## src/rtl/wf_fetch_pkg.sv

```systemverilog
package wf_fetch_pkg;
  // Instruction word size in bytes and the matching shift
  localparam int WORD_BYTES = 8;
  localparam int WORD_SHIFT = 3;
  // Highest buffer fill at which a slot may still refill
  localparam int OCC_LIMIT  = 4;
endpackage

```

## src/rtl/wf_fetch_elig.sv

```systemverilog
module wf_fetch_elig #(
  parameter int N     = 8,
  parameter int OCC_W = 4
) (
  input  logic [N-1:0]       running,
  input  logic [N-1:0]       has_branch,
  input  logic [N*OCC_W-1:0] occ,
  input  logic [N-1:0]       pending,
  input  logic [N-1:0]       queued,
  output logic [N-1:0]       elig
);
  import wf_fetch_pkg::*;

  for (genvar g = 0; g < N; g++) begin : g_slot
    logic occ_ok;
    assign occ_ok  = (occ[g*OCC_W +: OCC_W] <= OCC_W'(OCC_LIMIT));
    assign elig[g] = running[g] & occ_ok & ~has_branch[g] & ~pending[g] & ~queued[g];
  end
endmodule

```

## src/rtl/wf_fetch_queue.sv

```systemverilog
module wf_fetch_queue #(
  parameter int N      = 8,
  parameter int SLOT_W = 3,
  parameter int CNT_W  = 4
) (
  input  logic              clk,
  input  logic              rst_n,
  input  logic [N-1:0]      push_vec,
  input  logic              pop,
  output logic              head_valid,
  output logic [SLOT_W-1:0] head_slot
);
  logic [SLOT_W-1:0] ent_q [N];
  logic [SLOT_W-1:0] ent_n [N];
  logic [CNT_W-1:0]  cnt_q, cnt_n;
  logic              ent_en;

  always_comb begin
    logic [SLOT_W-1:0] tmp [N];
    logic [CNT_W-1:0]  tcnt;
    tmp  = ent_q;
    tcnt = cnt_q;
    // Append this cycle's new slots in ascending index order
    for (int i = 0; i < N; i++) begin
      if (push_vec[i] && (tcnt < CNT_W'(N))) begin
        tmp[SLOT_W'(tcnt)] = SLOT_W'(i);
        tcnt = tcnt + CNT_W'(1);
      end
    end
    head_valid = (tcnt != '0);
    head_slot  = tmp[0];
    ent_n      = tmp;
    cnt_n      = tcnt;
    if (pop && (tcnt != '0)) begin
      for (int k = 0; k < N-1; k++) ent_n[k] = tmp[k+1];
      ent_n[N-1] = tmp[N-1];
      cnt_n      = tcnt - CNT_W'(1);
    end
  end

  assign ent_en = (|push_vec) | pop;

  always_ff @(posedge clk or negedge rst_n) begin
    if (!rst_n) cnt_q <= '0;
    else if (ent_en) cnt_q <= cnt_n;
  end

  always_ff @(posedge clk) begin
    if (ent_en) ent_q <= ent_n;
  end


  q_cnt_bound_chk: assert property (@(posedge clk) disable iff (!rst_n)
    cnt_q <= CNT_W'(N));
endmodule

```

## src/rtl/wf_fetch_addr.sv

```systemverilog
module wf_fetch_addr #(
  parameter int ADDR_W     = 32,
  parameter int PC_W       = 32,
  parameter int OCC_W      = 4,
  parameter int LINE_BYTES = 64,
  parameter int LEN_W      = 7
) (
  input  logic [ADDR_W-1:0] base,
  input  logic [PC_W-1:0]   pc,
  input  logic [OCC_W-1:0]  occ,
  output logic [ADDR_W-1:0] addr,
  output logic [LEN_W-1:0]  len
);
  import wf_fetch_pkg::*;
  localparam int LB_W = $clog2(LINE_BYTES);

  logic [ADDR_W-1:0] word_idx;
  logic [LB_W-1:0]   line_off;

  assign word_idx = ADDR_W'(pc) + ADDR_W'(occ);
  assign addr     = base + (word_idx << WORD_SHIFT);
  assign line_off = addr[LB_W-1:0];
  // Bytes left to the end of the line; a full line when aligned
  assign len      = LEN_W'(LINE_BYTES) - LEN_W'(line_off);
endmodule

```

## src/rtl/wf_fetch_ctrl.sv

```systemverilog
module wf_fetch_ctrl #(
  parameter int N          = 8,
  parameter int ADDR_W     = 32,
  parameter int PC_W       = 32,
  parameter int OCC_W      = 4,
  parameter int LINE_BYTES = 64,
  localparam int SLOT_W    = $clog2(N),
  localparam int CNT_W     = $clog2(N+1),
  localparam int LEN_W     = $clog2(LINE_BYTES) + 1,
  localparam int WCNT_W    = LEN_W - wf_fetch_pkg::WORD_SHIFT,
  localparam int DATA_W    = LINE_BYTES * 8
) (
  input  logic                clk,
  input  logic                rst_n,
  input  logic [N-1:0]        slot_running,
  input  logic [N-1:0]        slot_has_branch,
  input  logic [N*OCC_W-1:0]  slot_occ,
  input  logic [N*PC_W-1:0]   slot_pc,
  input  logic [N*ADDR_W-1:0] slot_base,
  input  logic [N-1:0]        drop_set,
  output logic                req_valid,
  input  logic                req_ready,
  output logic [ADDR_W-1:0]   req_addr,
  output logic [LEN_W-1:0]    req_len,
  output logic [SLOT_W-1:0]   req_slot,
  input  logic                rsp_valid,
  input  logic [SLOT_W-1:0]   rsp_slot,
  input  logic [LEN_W-1:0]    rsp_len,
  input  logic [DATA_W-1:0]   rsp_data,
  output logic                ibuf_wr_valid,
  output logic [SLOT_W-1:0]   ibuf_wr_slot,
  output logic [WCNT_W-1:0]   ibuf_wr_count,
  output logic [DATA_W-1:0]   ibuf_wr_data
);
  import wf_fetch_pkg::*;

  logic [N-1:0]      pending_q, pending_n;
  logic [N-1:0]      queued_q,  queued_n;
  logic [N-1:0]      drop_q,    drop_n;
  logic [N-1:0]      elig;
  logic              head_valid;
  logic [SLOT_W-1:0] head_slot;
  logic              port_free, sel_fire;
  logic [N-1:0]      sel_hot, rsp_hot;
  logic [ADDR_W-1:0] sel_addr;
  logic [LEN_W-1:0]  sel_len;
  logic              req_valid_q;
  logic [ADDR_W-1:0] req_addr_q;
  logic [LEN_W-1:0]  req_len_q;
  logic [SLOT_W-1:0] req_slot_q;

  wf_fetch_elig #(.N(N), .OCC_W(OCC_W)) u_elig (
    .running    (slot_running),
    .has_branch (slot_has_branch),
    .occ        (slot_occ),
    .pending    (pending_q),
    .queued     (queued_q),
    .elig       (elig)
  );

  wf_fetch_queue #(.N(N), .SLOT_W(SLOT_W), .CNT_W(CNT_W)) u_queue (
    .clk        (clk),
    .rst_n      (rst_n),
    .push_vec   (elig),
    .pop        (sel_fire),
    .head_valid (head_valid),
    .head_slot  (head_slot)
  );

  wf_fetch_addr #(
    .ADDR_W(ADDR_W), .PC_W(PC_W), .OCC_W(OCC_W),
    .LINE_BYTES(LINE_BYTES), .LEN_W(LEN_W)
  ) u_addr (
    .base (slot_base[head_slot*ADDR_W +: ADDR_W]),
    .pc   (slot_pc[head_slot*PC_W +: PC_W]),
    .occ  (slot_occ[head_slot*OCC_W +: OCC_W]),
    .addr (sel_addr),
    .len  (sel_len)
  );

  // Issue only when the port holds nothing or its content leaves now
  assign port_free = ~req_valid_q | req_ready;
  assign sel_fire  = head_valid & port_free;
  assign sel_hot   = sel_fire  ? (N'(1) << head_slot) : '0;
  assign rsp_hot   = rsp_valid ? (N'(1) << rsp_slot)  : '0;

  // Next-state for per-slot flags
  always_comb begin
    pending_n = (pending_q | sel_hot) & ~rsp_hot;
    queued_n  = (queued_q | elig) & ~sel_hot;
    drop_n    = drop_set | (drop_q & ~rsp_hot);
  end

  always_ff @(posedge clk or negedge rst_n) begin
    if (!rst_n) begin
      pending_q <= '0;
      queued_q  <= '0;
      drop_q    <= '0;
    end else begin
      pending_q <= pending_n;
      queued_q  <= queued_n;
      drop_q    <= drop_n;
    end
  end

  always_ff @(posedge clk or negedge rst_n) begin
    if (!rst_n) req_valid_q <= 1'b0;
    else if (port_free) req_valid_q <= sel_fire;
  end

  always_ff @(posedge clk) begin
    if (sel_fire) begin
      req_addr_q <= sel_addr;
      req_len_q  <= sel_len;
      req_slot_q <= head_slot;
    end
  end

  assign req_valid = req_valid_q;
  assign req_addr  = req_addr_q;
  assign req_len   = req_len_q;
  assign req_slot  = req_slot_q;

  assign ibuf_wr_valid = rsp_valid & ~drop_q[rsp_slot];
  assign ibuf_wr_slot  = rsp_slot;
  assign ibuf_wr_count = rsp_len[LEN_W-1:WORD_SHIFT];
  assign ibuf_wr_data  = rsp_data;


  req_hold_chk: assert property (@(posedge clk) disable iff (!rst_n)
    (req_valid_q && !req_ready) |=>
      (req_valid_q && $stable(req_addr_q) && $stable(req_len_q) && $stable(req_slot_q)));


  rsp_owner_chk: assert property (@(posedge clk) disable iff (!rst_n)
    rsp_valid |-> pending_q[rsp_slot]);


  req_pending_chk: assert property (@(posedge clk) disable iff (!rst_n)
    req_valid_q |-> pending_q[req_slot_q]);


  queued_excl_chk: assert property (@(posedge clk) disable iff (!rst_n)
    (queued_q & pending_q) == '0);


  drop_empty_chk: assert property (@(posedge clk) disable iff (!rst_n)
    (rsp_valid && drop_q[rsp_slot]) |-> (slot_occ[rsp_slot*OCC_W +: OCC_W] == '0));
endmodule

```

## config.mk

```make
export PLATFORM = sky130hd
export DESIGN_NAME = wf_fetch_ctrl
export DESIGN_NICKNAME = d
export VERILOG_FILES = /design/src/rtl/wf_fetch_pkg.sv /design/src/rtl/wf_fetch_elig.sv /design/src/rtl/wf_fetch_queue.sv /design/src/rtl/wf_fetch_addr.sv /design/src/rtl/wf_fetch_ctrl.sv
export SDC_FILE = /design/constraint.sdc
export NUM_CORES = 1
export LEC_CHECK = 0
export BUFFER_PORTS_ARGS = -buffer_cell sky130_fd_sc_hd__buf_2
export CORE_AREA = 4 4 648 650
export CTS_BUF_LIST = sky130_fd_sc_hd__clkbuf_16
export CTS_CLUSTER_DIAMETER = 40
export DETAILED_ROUTE_END_ITERATION = 16
export DIE_AREA = 0 0 652 654
export PLACE_DENSITY = 0.3
export SYNTH_ARGS = -nofsm -noshare
export SYNTH_HDL_FRONTEND = slang
export SYNTH_SLANG_ARGS = --single-unit
```

## constraint.sdc

```tcl
create_clock -name clk -period 14.29 [get_ports clk]
set_clock_uncertainty 0.2 [all_clocks]
set_input_delay 2.858 -clock clk [delete_from_list [all_inputs] [get_ports clk]]
set_output_delay 2.858 -clock clk [all_outputs]
set_load 0.01 [all_outputs]
```

## Word level (Yosys, flattened, before mapping)

Cells that the tools add are included.

- Reduce and logical (&&, ||, !) cells: 19
- $lt $le $gt $ge: 33
- Bitwise operators: 99
- Mux-type cells: 38
- Shift-type cells: 5
- $add $sub $neg: 12

Operators by type and width:

| cell | count |
|---|---|
| $shiftx 256x9->29 | 1 |
| $shiftx 256x9->32 | 1 |
| $mux 24 | 9 |
| $demux 3 s3 | 8 |
| $and 16x16->16 | 3 |
| $and 8x8->8 | 6 |
| $not 16->16 | 3 |
| $or 16x16->16 | 3 |
| $or 8x8->8 | 6 |
| $not 8->8 | 5 |
| $mux 4 | 9 |
| $and 1x1->1 | 34 |
| $add 32x32->32 | 1 |
| $add 4x1->4 const B | 8 |
| $ge 4x4->1 const B | 8 |
| $le 4x3->1 const B | 8 |
| $lt 4x1->1 const B | 8 |
| $lt 4x4->1 const B | 8 |
| $not 3->4 | 8 |
| $shiftx 32x6->4 | 1 |
| $add 29x4->29 | 1 |
| $not 1->1 | 26 |
| $and 24x24->24 | 1 |
| $mux 3 | 8 |
| other kinds (13) | 32 |

- Input bits: 1094
- Output and inout bits: 563
- Logic and storage cells: 222
- Flip-flop bits (word level): 95

## Longest topological paths before layout

Gate-level depths: netlist (run 1).

- Depth after elaboration: 36
- Depth in mapped cells: 55
- Gate-level depth less buffers: 49

## Modules after synthesis

A second synthesis (run 1) with hierarchy kept.

- Cells, all modules: 1781
- Area, all modules: 16659.7 µm²

By module, submodules not included:

| module | times used | area an instance (µm²) | cells an instance |
|---|---|---|---|
| wf_fetch_ctrl | 1 | 10283.6 | 957 |
| wf_fetch_queue | 1 | 3981.3 | 475 |
| wf_fetch_addr | 1 | 2224.6 | 317 |
| wf_fetch_elig | 1 | 170.2 | 32 |

## Least setup slack after synthesis (run 1)

No wires, ideal clock.

- Path type: input to register
- Start point: input slot_occ[3]
- End point: register req_addr_q[30], in the netlist req_addr[30], data pin
- Required time: 13932 ps
- Arrival: 13568 ps
- Path buffers: 4
- Slack: 364 ps
- Setup time: 158 ps
- Stages on the path: 50
- Path through: or4b_4 -> o31ai_1 -> and2_1 -> inv_2 -> ha_1 -> mux2i_4 -> inv_1 -> ha_1 -> a21oi_2 -> inv_2 -> ha_1 -> mux2i_4 -> inv_2 -> ha_1 -> mux2i_1 -> inv_2 -> ha_1 -> xnor3_1 -> [14 not listed] -> ha_1 -> a21o_1 -> a21oi_1 -> o21bai_1 -> a21oi_1 -> o21bai_1 -> a21oi_1 -> o21bai_1 -> a21oi_1 -> o21bai_1 -> a21oi_1 -> o21bai_1 -> a41oi_1 -> a211oi_1 -> a211oi_1 -> nand3_1 -> a211o_1 -> o211ai_1

- Cells in the longest elaborated chain, start to end: 35
- Elaborated cells on any way between the ends: 107
- Classes of those cells: add/sub (8); order compare (22); shift (3); mux (29); bitwise (30); reduce/logical (15)

RTL lines:

| item | RTL line | RTL |
|---|---|---|
| start, declared | wf_fetch_ctrl.sv:17 | `input logic [N*OCC_W-1:0] slot_occ,` |
| $le 4x3->1 | wf_fetch_elig.sv:16 | `assign occ_ok = (occ[g*OCC_W +: OCC_W] <= OCC_W'(OCC_LIMIT));` |
| $and 1x1->1 (4 in a row) | wf_fetch_elig.sv:17 | `assign elig[g] = running[g] & occ_ok & ~has_branch[g] & ~pending[g] & ~queued[g];` |
| $logic_and 1x1->1 | wf_fetch_queue.sv:25 | `if (push_vec[i] && (tcnt < CNT_W'(N))) begin` |
| $mux 4 | wf_fetch_queue.sv:25 |  |
| $lt 4x4->1 | wf_fetch_queue.sv:25 |  |
| $logic_and 1x1->1 | wf_fetch_queue.sv:25 |  |
| $mux 4 | wf_fetch_queue.sv:25 |  |
| $lt 4x4->1 | wf_fetch_queue.sv:25 |  |
| [17 not listed] | n/a |  |
| $mux 3 (not written as such) or $and 8x8->8 (tied branches) | n/a |  |
| $demux 3 s3 or $mux 24 (tied branches) | wf_fetch_queue.sv:26, wf_fetch_queue.sv:25 |  |
| $or 24x24->24 (no line) | n/a |  |
| $mux 24 | wf_fetch_queue.sv:25 |  |
| $shiftx 256x9->29 or $shiftx 32x6->4 (tied branches) | wf_fetch_ctrl.sv:75, wf_fetch_ctrl.sv:76 |  |
| $add 29x4->29 | wf_fetch_addr.sv:20 | `assign word_idx = ADDR_W'(pc) + ADDR_W'(occ);` |
| $add 32x32->32 (*) | wf_fetch_addr.sv:21 | `assign addr = base + (word_idx << WORD_SHIFT);` |
| via sel_addr[30] | wf_fetch_ctrl.sv:45 | `logic [ADDR_W-1:0] sel_addr;` |
| end signal, assigned | wf_fetch_ctrl.sv:113 | `req_addr_q <= sel_addr;` |
| end, declared | wf_fetch_ctrl.sv:48 | `logic [ADDR_W-1:0] req_addr_q;` |

The timed path passes the listed nets; every way through them passes the cells marked *.
A chain may end at the register's enable or synchronous reset.

## Worst setup path in the final report (run 1)

Same ends and word-level chain as after synthesis.

==> results of run 1 <==
-- layer usage --
layer | wire (um) | track usage, % | up-vias
met5 | 642 | 0.0679 | -
li1 | - | - | 8135
met2 | 139000 | 22.3 | 1814
met4 | 18300 | 7.35 | 94
met3 | 48300 | 9.55 | 531
met1 | 83600 | 11.0 | 9251
-- synth_stat cells, types with 8 or more instances --
cell type / count
mux2i_1: 21
o22ai_1: 73
and2_1: 8
or3_1: 9
a211oi_1: 13
nand2_1: 270
a31oi_1: 44
edfxtp_1: 65
and3_1: 19
o21ai_0: 82
o211ai_1: 26
a2bb2oi_1: 15
dfrtp_1: 29
nand3_1: 77
nor4_1: 11
nor3_1: 47
buf_1: 14
a32oi_1: 11
xnor2_1: 56
a21o_1: 20
inv_1: 42
nor2_1: 141
a21oi_1: 83
o21a_1: 17
o21bai_1: 10
o221ai_1: 30
nand2b_1: 13
a22oi_1: 12
xor2_1: 15
buf_4: 524
nor2b_1: 18
buf_2: 16
ha_1: 42
clkbuf_1: 62
a311o_1: 10
a221oi_1: 13
o21ai_1: 9
or2_2: 16
nand4_1: 12
-- layout by cell type, fill, tap and decap left out, types with 18 or more instances in the layout --
| cell | n |
|---|---|
| a21o_1 | 20 |
| a21oi_1 | 82 |
| a31oi_1 | 40 |
| and3_1 | 19 |
| buf_12 | 25 |
| buf_2 | 597 |
| buf_4 | 293 |
| dfrtp_1 | 29 |
| diode_2 | 175 |
| edfxtp_1 | 65 |
| ha_1 | 42 |
| inv_1 | 41 |
| mux2i_1 | 21 |
| nand2_1 | 266 |
| nand3_1 | 77 |
| nor2_1 | 139 |
| nor2b_1 | 18 |
| nor3_1 | 47 |
| o211ai_1 | 26 |
| o21ai_0 | 74 |
| o221ai_1 | 30 |
| o22ai_1 | 67 |
| xnor2_1 | 56 |
-- layout make-up --
class                   instances  area share [%]
diodes                        175            1.73
well taps                    5474            27.0
clock buffers                   9           0.889
inverters                      48           0.731
clock inverters                 7           0.321
flip-flops and latches         94            10.6
repair buffers                915            22.4
multi-input cells            1405            36.3
-- final timing paths --
kind                         startpoint            to  cells after the start  slack, ns
max                         slot_occ[3]  req_addr[30]                     52       0.82
min                           drop_q[5]     drop_q[5]                      1       0.28
max reg2reg                pending_q[0]  req_addr[30]                     51       2.96
min reg2reg                   drop_q[5]     drop_q[5]                      1       0.28
max in group asynchronous         rst_n   queued_q[2]                      1      11.00
min in group asynchronous         rst_n     req_valid                      1       2.31
-- repair_timing --
| action | CTS | global route |
|---|---|---|
| gates resized for setup | 0 | 7 |
| buffers inserted | 0 | 1 |
| endpoints found under the setup margin | 0 | 6 |
-- per-stage QoR --
step	TNS, ns	hold WS [ns]	area, um2
after floorplan	0	0.244	16100
after global placement	-0.945	0.254	24600
after detailed placement	-0.329	0.265	24600
after CTS	0	0.284	24900
after global routing	0	0.300	25200
final	0	0.279	25300
-- cell families (layout without fill, tap and decap cells) --
family / count (synthesis) / in the layout / synth area share [%]
adders and majority gates: 44 / 44 / 3.50
xor gates and xnor gates: 78 / 78 / 4.75
DFF: 94 / 94 / 16.6
buffers and inverters: 667 / 979 / 28.0
AOI/OAI and AO/OA: 561 / 561 / 24.4
muxes: 33 / 33 / 2.49
other: 0 / 175 / 0
and+or+nand+nor: 689 / 689 / 20.3
-- report_power, final --
group	internal [uW]	switching, uW
clock network	126	161
logic	3080	5210
registers	669	78.0
total	3870	5450
-- sequential cells by signal (all words and copies together), names as in the netlist --
register / count
req_valid: 1
queued_q: 8
req_slot: 3
req_addr: 32
drop_q: 8
u_queue.cnt_q: 4
req_len: 6
u_queue.ent_q: 24
pending_q: 8
==> results.toml, run 1 <==
[outcome]
status = "finished clean"

[route]
drt_iter0_drc = 1438
vias = 19800
viasPerCell = 2.44
ant_nets = 0
routed_wl_um = 290000
route.detailed.drc = 0
firstDrtPassIters = 5
post_drt_wl_per_cell_um = 35.7

[yosys]
syn_nets = 3304
synth_edf_count = 65
netlist_instances = 2166
ys_ff_latch = 94
async_reset_ff_share_pct = 30.9
synth_top_area_share_pct = 24.4
synth_area_leaders = "buf_4 (24%), edfxtp_1 (12%), nand2_1 (6.3%), dfrtp_1 (4.5%), nor2_1 (3.3%)"
yosys.area.top_type = "buf_4"
ys_seq_area_share_pct = 16.6
netlist-cell-type-count = 107
synth_warnings = 0
synth-main-ff-cell = "edfxtp_1"
synth.avg_cell_area_um2 = 7.45
netlist_area_um2 = 16100

[placed_design]
portBuffers = 597
dp.cells = 7935
pre_cts_slack_ns = -0.205
gp_congestion = 0.922
post-dp-hpwl_um = 272000

[global_route]
grt_max_degree = 46
gr-total-overflow = 0
track_usage_pct = 13.0
antenna_found_initial = 221
grt_pass1_wl_um = 333000
grt_pass1_vias = 19600

[power_and_ir_drop]
power_density_nw_per_um2 = 368
p_leak_uw = 0.00858
vdd_drop_max_mv = 0.190
total_power_uw = 9320

[floorplanning]
die_x_um = 652
start_util_pct = 3.91
fp-row-count = 236
die_area_um2 = 426000
coreArea_um2 = 413000
die-height_um = 654
io_pins = 1657

[sta]
final_max_slew_viol_count = 0
finalCriticalPeriod_ns = 13.47
fmax_mhz = 74.2
hold_viol_final = 0
setup_slack_ns = 0.817
tightest_slew_ns = 1.34
period_share_pct = 94.3
setup_violations = 0
rsz0062_at_grt = "false"
relSlewSlack_pct = 10.2

[setup_path]
critPathTopFamily = "compound AO/OA/AOI/OAI gates"
worstSetupPathType = "in2reg"
arrival_ns = 13.54
endpoint_kind = "flop"
crit_buf_inv = 14
crit_fanout = 7
required_ns = 14.36
max_stage_delay_ns = 0.56
start_kind = "primary input"
crit_top_cell = "ha_1"
slowest_stage = "or4b_4"

[hold_path]
hold_path_class = "reg2reg"

[clocking]
clockBufferDepth = 2
cts_made_buffers = 9
clk_latency_ns = 0.43
cts_root_buf = "clkbuf_16"
htree_levels = 3
hold_buffers = 0
clk_pin_slew_ns = 0.09
numClockSinks = 94
cts_tree = "yes"

[job]
max_cap_violations = 0

[finish]
nets = 3611
drive_gt1_share_pct = 42.1
fin_util_pct = 6.14
syn2layout_area_growth_pct = 57.0
regArea_um2 = 2680
multi_input_area_um2 = 9200
final_cells = 8127
nFillCells = 48900
Note: power is estimated with default switching activity, not from simulation.
==> run 2: changes to the inputs <==
Settings changed: HOLD_SLACK_MARGIN set to 0.12, PLACE_DENSITY 0.3 to not set.
Clock period 14.29 ns to 13.5 ns, I/O delays scaled along.
==> run 2 against run 1 <==
  * Non-clock buffer count increased by 112
  * Hold slack improved by 0.010 ns
  * Via count increased by 2.1%
  * Register-to-register slack got worse by 0.40 ns
  * Largest cell class unchanged
  * Critical path depth increased by 4
  * Utilization increased by 0.23 points
  * Global-route usage increased by 0.18 points
  * Setup slack got worse by 0.22 ns
  * Sequential share of layout area decreased by 0.38 points
==> results.toml, run 2 (synthesis gave the netlist of run 1 again) <==
[clocking]
cts_tree = "yes"
clk_pin_slew_ns = 0.11
cts_root_buf = "clkbuf_16"
htree_levels = 3
clk_latency_ns = 0.45
hold_buffers = 0
cts_made_buffers = 9
numClockSinks = 94
clockBufferDepth = 2

[power_and_ir_drop]
power.internal_uw = 4600
power.switching_uw = 6000
total_power_uw = 10600
power_density_nw_per_um2 = 403
vdd_drop_max_mv = 0.218
p_comb_share_pct = 89.7
p_leak_uw = 0.00918
p_seq_share_pct = 7.4
netSwitchingFraction_pct = 56.6
pwr-share-clk_pct = 3.0

[route]
route.detailed.drc = 0
firstDrtPassIters = 5
routed_wl_um = 294000
post_drt_wl_per_cell_um = 35.9
drt_iter0_drc = 1636
vias = 20200
viasPerCell = 2.47
ant_nets = 0

[sta]
fmax_mhz = 77.5
relSlewSlack_pct = 25.7
finalCriticalPeriod_ns = 12.90
setup_slack_ns = 0.601
period_share_pct = 95.6
final_max_slew_viol_count = 0
setup_tns_ns = 0
tightest_slew_ns = 1.11
setup_violations = 0
hold_viol_final = 0

[hold_path]
hold_start = "drop_q[6]"
hold_path_class = "reg2reg"

[finish]
syn2layout_area_growth_pct = 62.8
nFillCells = 48900
layout_common_cells = "buf_2 (597), buf_4 (390), nand2_1 (267)"
drive_gt1_share_pct = 44.8
largest_reg_flops = 32
nets = 3723
fin_util_pct = 6.36
final_common_cell = "buf_2"

[floorplanning]
fp-row-count = 236
io_pins = 1657
start_util_pct = 3.91
die_x_um = 652
die_area_um2 = 426000
die-height_um = 654
coreArea_um2 = 413000

[setup_path]
max_stage_delay_ns = 0.48
r2r_start = "pending_q[0]"
worstSetupPathType = "in2reg"
crit_fanout = 6
start_kind = "primary input"
critPathLaunch = "slot_occ[3]"
required_ns = 13.48
slowest_stage = "or4_4"
crit_top_cell = "ha_1"
arrival_ns = 12.88
endpoint_kind = "flop"

[global_route]
antenna_found_initial = 214
grt_pass1_wl_um = 334000
gr-total-overflow = 0
track_usage_pct = 13.2
grt_max_degree = 40
grt_pass1_vias = 19300

[outcome]
status = "finished clean"

[placed_design]
portBuffers = 597
pre_cts_slack_ns = -0.690
post-dp-hpwl_um = 274000
gp_congestion = 0.930

[job]
max_cap_violations = 0
==> run 2: worst max-delay path: cells and delay by family <==
| family | cells | cell delay (ns) |
|---|---|---|
| compound gates | 19 | 3.15 |
| xor+xnor | 3 | 0.60 |
| fa+ha+maj | 8 | 2.41 |
| mux | 3 | 0.56 |
| buf+inv | 16 | 1.84 |
| simple gates | 7 | 1.54 |
==> run 2: power groups by stage <==
stage	Sequential (uW)	Combinational [uW]	Clock [uW]
floorplan	793	3720	0
global placement	782	9570	0
detailed placement	786	9510	0
CTS	780	9590	335
global route	793	10200	336
finish	780	9510	313
==> run 2: layout make-up <==
type / instances / area, um2 / share of cell area (%)
multi-input combinational: 1405 / 9220 / 35.1
antenna: 138 / 345 / 1.31
inverter: 48 / 185 / 0.704
tap: 5474 / 6850 / 26.1
clock buffer: 9 / 225 / 0.857
clock inverter: 7 / 86.3 / 0.328
timing repair buffer: 1027 / 6700 / 25.5
sequential: 94 / 2680 / 10.2
==> run 2: final timing paths <==
path	endpoint	slack [ns]	cells after the start
worst max register to register	req_addr[31]	2.56	53
worst max-delay path	req_addr[31]	0.60	56
min in group asynchronous	pending_q[7]	2.17	1
worst min-delay path	drop_q[6]	0.29	1
worst min register to register	drop_q[6]	0.29	1
max in group asynchronous	queued_q[4]	10.32	1
==> run 2: layer usage <==
metal / vias to the layer above / wire length (um) / GRT usage [%]
met1: 9174 / 92400 / 12.0
met4: 98 / 14600 / 6.05
li1: 8341 / - / -
met2: 2021 / 128000 / 20.5
met3: 599 / 58100 / 11.7
met5: - / 876 / 0.532
==> run 2: repair_timing <==
item                       CTS  global route
gates cloned                 0             0
setup endpoints to repair    6            12
pin swaps                    0             5
resized for setup            3            28
setup buffers                0             2
==> run 2: metrics by stage <==
step	instance area (um2)	hold slack, ns	cells
global placement	25500	0.253	8046
finish	26300	0.289	8202
detailed placement	25500	0.268	8046
global route	26100	0.309	8119
CTS	25800	0.296	8062
floorplan	16200	0.244	2166
